File: config.mk
export PLATFORM = sky130hd
export DESIGN_NAME = rchg_monitor
export DESIGN_NICKNAME = d
export VERILOG_FILES = /design/src/rtl/rchg_pkg.sv /design/src/rtl/rchg_cfg_regs.sv /design/src/rtl/rchg_interval_ctr.sv /design/src/rtl/rchg_stats.sv /design/src/rtl/rchg_monitor.sv
export SDC_FILE = /design/constraint.sdc
export NUM_CORES = 1
export LEC_CHECK = 0
export BUFFER_PORTS_ARGS = -buffer_cell sky130_fd_sc_hd__buf_2
export CORE_UTILIZATION = 55
export CTS_CLUSTER_DIAMETER = 80
export DETAILED_ROUTE_END_ITERATION = 8
export GPL_ROUTABILITY_DRIVEN = 0
export PLACE_DENSITY = 0.79
export RECOVER_POWER = 50
export SYNTH_ARGS = -nofsm -noshare
export SYNTH_HDL_FRONTEND = slang
export SYNTH_SLANG_ARGS = --single-unit
File: constraint.sdc
create_clock -name clk -period 2.81 [get_ports clk]
set_input_delay 0.281 -clock clk [delete_from_list [all_inputs] [get_ports clk]]
set_output_delay 0.281 -clock clk [all_outputs]
set_load 0.02 [all_outputs]
File: src/rtl/rchg_pkg.sv
package rchg_pkg;

  localparam int MODE_W = 2;

  typedef enum logic [MODE_W-1:0] {
    MODE_OFF    = 2'd0,
    MODE_FIXED  = 2'd1,
    MODE_TUNED  = 2'd2,
    MODE_COMPAR = 2'd3
  } rchg_mode_e;

  // Register addresses
  localparam logic ADDR_CFG  = 1'b0;
  localparam logic ADDR_STAT = 1'b1;

  // Push a new sample into the LSB of a 4-bit history
  function automatic logic [3:0] hist_push(input logic [3:0] h, input logic s);
    return {h[2:0], s};
  endfunction

  // Saturating increment for a 16-bit count
  function automatic logic [15:0] sat_inc(input logic [15:0] v);
    return (v == 16'hFFFF) ? v : v + 16'd1;
  endfunction

  // Whether a candidate gap replaces the stored maximum
  function automatic logic gap_wins(input logic [15:0] cand, input logic [15:0] cur);
    return cand > cur;
  endfunction

endpackage

File: src/rtl/rchg_cfg_regs.sv
module rchg_cfg_regs
  import rchg_pkg::*;
(
  input  logic              clk,
  input  logic              rst_n,
  input  logic              wr_en,
  input  logic              wr_addr,
  input  logic [MODE_W-1:0] wr_data,
  output rchg_mode_e        mode,
  output logic              stat_clr
);

  rchg_mode_e mode_q;

  always_ff @(posedge clk or negedge rst_n) begin
    if (!rst_n)
      mode_q <= MODE_OFF;
    else if (wr_en && (wr_addr == ADDR_CFG))
      mode_q <= rchg_mode_e'(wr_data);
  end

  assign mode     = mode_q;
  assign stat_clr = wr_en && (wr_addr == ADDR_STAT);

endmodule

File: src/rtl/rchg_interval_ctr.sv
module rchg_interval_ctr #(
  parameter int GAP_W = 16
) (
  input  logic             clk,
  input  logic             rst_n,
  input  logic             lf_tick,
  input  logic             evt,
  output logic [GAP_W-1:0] count,
  output logic             seen
);

  localparam logic [GAP_W-1:0] CNT_MAX = {GAP_W{1'b1}};

  logic [GAP_W-1:0] cnt_q;
  logic             seen_q;

  always_ff @(posedge clk or negedge rst_n) begin
    if (!rst_n) begin
      cnt_q  <= '0;
      seen_q <= 1'b0;
    end else begin
      if (evt) begin
        cnt_q  <= '0;
        seen_q <= 1'b1;
      end else if (lf_tick && (cnt_q != CNT_MAX)) begin
        cnt_q <= cnt_q + 1'b1;
      end
    end
  end

  assign count = cnt_q;
  assign seen  = seen_q;

endmodule

File: src/rtl/rchg_stats.sv
module rchg_stats
  import rchg_pkg::*;
#(
  parameter int HIST_W = 4,
  parameter int GAP_W  = 16
) (
  input  logic              clk,
  input  logic              rst_n,
  input  logic              evt,
  input  logic              rail_ok,
  input  logic              seen,
  input  logic [GAP_W-1:0]  count,
  input  logic              clr,
  output logic [HIST_W-1:0] hist,
  output logic [GAP_W-1:0]  max_gap,
  output logic              gap_take
);

  logic [HIST_W-1:0] hist_q;
  logic [GAP_W-1:0]  max_q;

  // A start qualifies when the rail held and a previous start exists
  assign gap_take = evt && rail_ok && seen && (count > max_q);

  always_ff @(posedge clk or negedge rst_n) begin
    if (!rst_n)
      hist_q <= '0;
    else if (evt)
      hist_q <= {hist_q[HIST_W-2:0], rail_ok};
  end

  always_ff @(posedge clk or negedge rst_n) begin
    if (!rst_n)
      max_q <= '0;
    else if (clr)
      max_q <= '0;
    else if (gap_take)
      max_q <= count;
  end

  assign hist    = hist_q;
  assign max_gap = max_q;

endmodule

File: src/rtl/rchg_monitor.sv
module rchg_monitor
  import rchg_pkg::*;
#(
  parameter int HIST_W = 4,
  parameter int GAP_W  = 16,
  parameter int DATA_W = 32
) (
  input  logic              clk,
  input  logic              rst_n,
  input  logic              lf_tick,
  input  logic              rchg_start,
  input  logic              rail_ok,
  input  logic              wr_en,
  input  logic              wr_addr,
  input  logic [MODE_W-1:0] wr_data,
  input  logic              rd_addr,
  output logic [DATA_W-1:0] rd_data
);

  localparam int STAT_USED = HIST_W + GAP_W;

  rchg_mode_e        mode;
  logic              stat_clr;
  logic              evt_accept;
  logic [GAP_W-1:0]  gap_cnt;
  logic              start_seen;
  logic [HIST_W-1:0] hist;
  logic [GAP_W-1:0]  max_gap;
  logic              gap_take;

  rchg_cfg_regs u_cfg (
    .clk      (clk),
    .rst_n    (rst_n),
    .wr_en    (wr_en),
    .wr_addr  (wr_addr),
    .wr_data  (wr_data),
    .mode     (mode),
    .stat_clr (stat_clr)
  );

  // A start counts only when recharge is enabled
  assign evt_accept = rchg_start && (mode != MODE_OFF);

  rchg_interval_ctr #(.GAP_W(GAP_W)) u_ctr (
    .clk     (clk),
    .rst_n   (rst_n),
    .lf_tick (lf_tick),
    .evt     (evt_accept),
    .count   (gap_cnt),
    .seen    (start_seen)
  );

  rchg_stats #(.HIST_W(HIST_W), .GAP_W(GAP_W)) u_stats (
    .clk      (clk),
    .rst_n    (rst_n),
    .evt      (evt_accept),
    .rail_ok  (rail_ok),
    .seen     (start_seen),
    .count    (gap_cnt),
    .clr      (stat_clr),
    .hist     (hist),
    .max_gap  (max_gap),
    .gap_take (gap_take)
  );

  always_comb begin
    rd_data = '0;
    if (rd_addr == ADDR_CFG)
      rd_data[MODE_W-1:0] = mode;
    else
      rd_data[STAT_USED-1:0] = {hist, max_gap};
  end

endmodule

==> impl_metrics.csv <==
group,metric,value,unit
place,post-dp-hpwl,3430,µm
worst_setup_path,worst-path-max-fanout,16,
grt,grt_first_pass_wirelength,7770,µm
finish,n_fill_cell,341,
clock_tree,tritoncts,"built",
grt,grt.overflow.total,0,
clock_tree,clk_latency,0.29,ns
sta,rsz0062_at_grt,"false",
floorplan,fp.dieArea,4440,µm²
detailed_routing,dr_total_vias,1768,
detailed_routing,drtIter0Drc,98,
sta,slew_viol_final,40,
sta,tns,0,ns
hold_path,hold_class,"in -> reg",
worst_setup_path,setup.worst_path.class,"reg -> reg",
status,status,"finished with violations",
power,netSwitchingPower,385,µW
finish,drive_gt1_frac,0.169,
synth,synthArstFlopShare,1.00,
detailed_routing,viasPerCell,5.59,
synth,synth_cell_types,38,
sta,max_slew_margin,-0.384,
detailed_routing,drtPass1Iterations,6,
worst_setup_path,critPathLaunchType,"flop",
sta,fin_crit_sh,0.899,
sta,skew,0.00426,ns
power,p_comb_frac,0.219,
synth,ys_top_cells_by_count,"39 x dfrtp_1, 18 x and2_1, 17 x ha_1",
grt,grt_max_degree,40,
synth,ys_ff_latch,39,
finish,antennaDiodeCount,0,
run,drv_cap,1,
power,switching_share,0.302,
detailed_routing,routed_wl,4720,µm
clock_tree,clock_path_buffers,2,
worst_setup_path,cpMaxStageDelayCell,"dfrtp_1",
synth,yosysMostFrequentCell,"dfrtp_1",
grt,grt_pass1_vias,1687,
grt,antenna_found_initial,0,
finish,final_util,0.633,
sta,hold_viol,0,
synth,synth_warnings,0,
synth,post-synth-top-area-fraction,0.425,
sta,tightest_slew,2.08,ns
power,finalPower,1270,µW
floorplan,row_count,23,
worst_setup_path,required,3.04,ns
synth,syn_area,2300,µm²
floorplan,ios,42,
sta,min_period,2.53,ns
floorplan,core,4000,µm²
power,p_int,888,µW
power,ir_drop,0.415,mV
clock_tree,cts.htree.levels,2,
sta,fmax,0.396,GHz
power,pwr-share-clk,0.272,
clock_tree,ctsHoldBuffers,0,
detailed_routing,routedWlPerCell,14.9,µm
worst_setup_path,max_stage_delay,0.45,ns
synth,ys_top_cells_by_area,"dfrtp_1 42%, ha_1 9.3%, a22o_1 6.1%",
finish,area_growth,10.2,%
place,portBuffers,29,
floorplan,floorplan.initialDensity,0.574,
power,leakage,0.00123,µW
status,violations,"design-rule violations, max-capacitance violations, max-slew violations",
synth,avgSynthCellArea,9.90,µm²
floorplan,fp.dieH,66.6,µm
synth,synth_flop_cell,"dfrtp_1",
synth,synth_edf_count,0,
clock_tree,clock-sinks,39,
power,p_seq_frac,0.509,
clock_tree,clk_pin_slew_worst_paths,0.07,ns
worst_setup_path,end_kind,"flop",
detailed_routing,postRouteAntennaNets,0,
synth,yosysSeqAreaShare,0.425,
clock_tree,clock-root-buffer,"clkbuf_8",
worst_setup_path,cp_cell_sequence,"ha_1 > nand4_1 > nor4_1 > a21boi_0 > a211o_1 > and3_2 > a22o_1",
grt,track_usage,0.239,
sta,setup_viol,0,
floorplan,die_w,66.6,µm
synth,yosysTopAreaCell,"dfrtp_1",
power,power_density,503,nW/µm²
synth,synth_cells,232,
clock_tree,cts_inserted_buffers,5,
finish,fin_nets,294,
detailed_routing,drcViolationCount,2,
worst_setup_path,cp.arrival,2.75,ns
==> metrics by stage <==
stage	setup WS (ns)	std cells	area (µm²)	hold WS, ns
finish	0.285	316	2530	0.219
global route	0.0816	316	2530	0.213
CTS	0.0653	316	2540	0.137
detailed placement	0.0982	310	2470	0.454
global placement	0.238	310	2470	0.440
floorplan	0.459	243	2340	-0.0146
==> repair_timing <==
item	CTS	global route
setup endpoints to repair	0	16
resized for setup	0	1
buffers inserted	0	0
==> worst max-delay path, delay by kind of cell (launching register included) <==
family	cells	cell delay, ns
AOI/OAI and AO/OA	3	0.67
DFF	1	0.45
and+or+nand+nor	3	0.99
adders and majority gates	1	0.35
==> state kept, by name, indices dropped and copies added, names as in the netlist <==
name and flops:
u_stats.hist 4, u_stats.max_gap 16, u_ctr.count 16, u_cfg.mode 2, u_ctr.seen 1
==> per-layer routing <==
metal	track usage	share of wire	vias to the layer above	wire length, µm
met4	0.0984	0.034	0	161
met1	0.291	0.45	851	2110
met2	0.400	0.48	47	2270
li1	-	-	855	-
met5	0	0	-	0
met3	0.0599	0.039	15	184
==> final timing paths <==
kind                            slack (ns)             endpoint       startpoint  depth (start not counted)
worst max-delay path                  0.28   u_stats.max_gap[4]  u_ctr.count[15]                          7
worst min-delay path                  0.22        u_cfg.mode[1]       wr_data[1]                          2
worst max register to register        0.28   u_stats.max_gap[4]  u_ctr.count[15]                          7
worst min register to register        0.48           u_ctr.seen       u_ctr.seen                          1
max in group asynchronous             1.04      u_stats.hist[1]            rst_n                          1
min in group asynchronous             0.57  u_stats.max_gap[11]            rst_n                          1
==> power by group through the flow <==
stage               logic [µW]  registers, µW  clock network, µW
detailed placement         283            657                  0
finish                     279            647                346
CTS                        284            647                359
global route               310            653                374
floorplan                  229            643                  0
global placement           270            655                  0
==> cell usage in the layout (no fill, tap or decap), types with 2 or more instances in the layout <==
cell	n
nand3_1	6
ha_1	17
xor2_1	6
o21a_1	2
and3_1	4
xnor2_1	3
a22o_1	16
clkbuf_8	5
conb_1	12
and4_1	4
nand2_1	11
buf_2	21
or3_1	3
dfrtp_1	39
nor2_1	14
mux2_2	8
nor2b_1	2
buf_4	8
o21ai_0	5
and2_1	18
clkbuf_1	10
nor3_1	3
nand4_1	7
inv_1	16
a21oi_1	12
==> area by class of cell <==
class	count	area, µm²	share of cell area
flip-flops and latches	39	976	0.386
repair buffers	38	199	0.0786
well taps	50	62.6	0.0247
clock buffers	6	72.6	0.0287
multi-input cells	167	1160	0.459
inverters	16	60.1	0.0237
==> cells by family (layout without fill, tap and decap cells) <==
family / count (synthesis) / in the layout / share of synthesized area
AND/OR/NAND/NOR: 77 / 77 / 0.182
AO/OA/AOI/OAI: 43 / 43 / 0.132
flip-flops: 39 / 39 / 0.425
buffers and inverters: 37 / 60 / 0.0882
adder cells (fa/ha/maj): 17 / 17 / 0.0926
XOR/XNOR: 9 / 9 / 0.0343
multiplexers: 9 / 9 / 0.0436
other: 1 / 12 / 0.00163
Power figures use the tool's default switching activity.
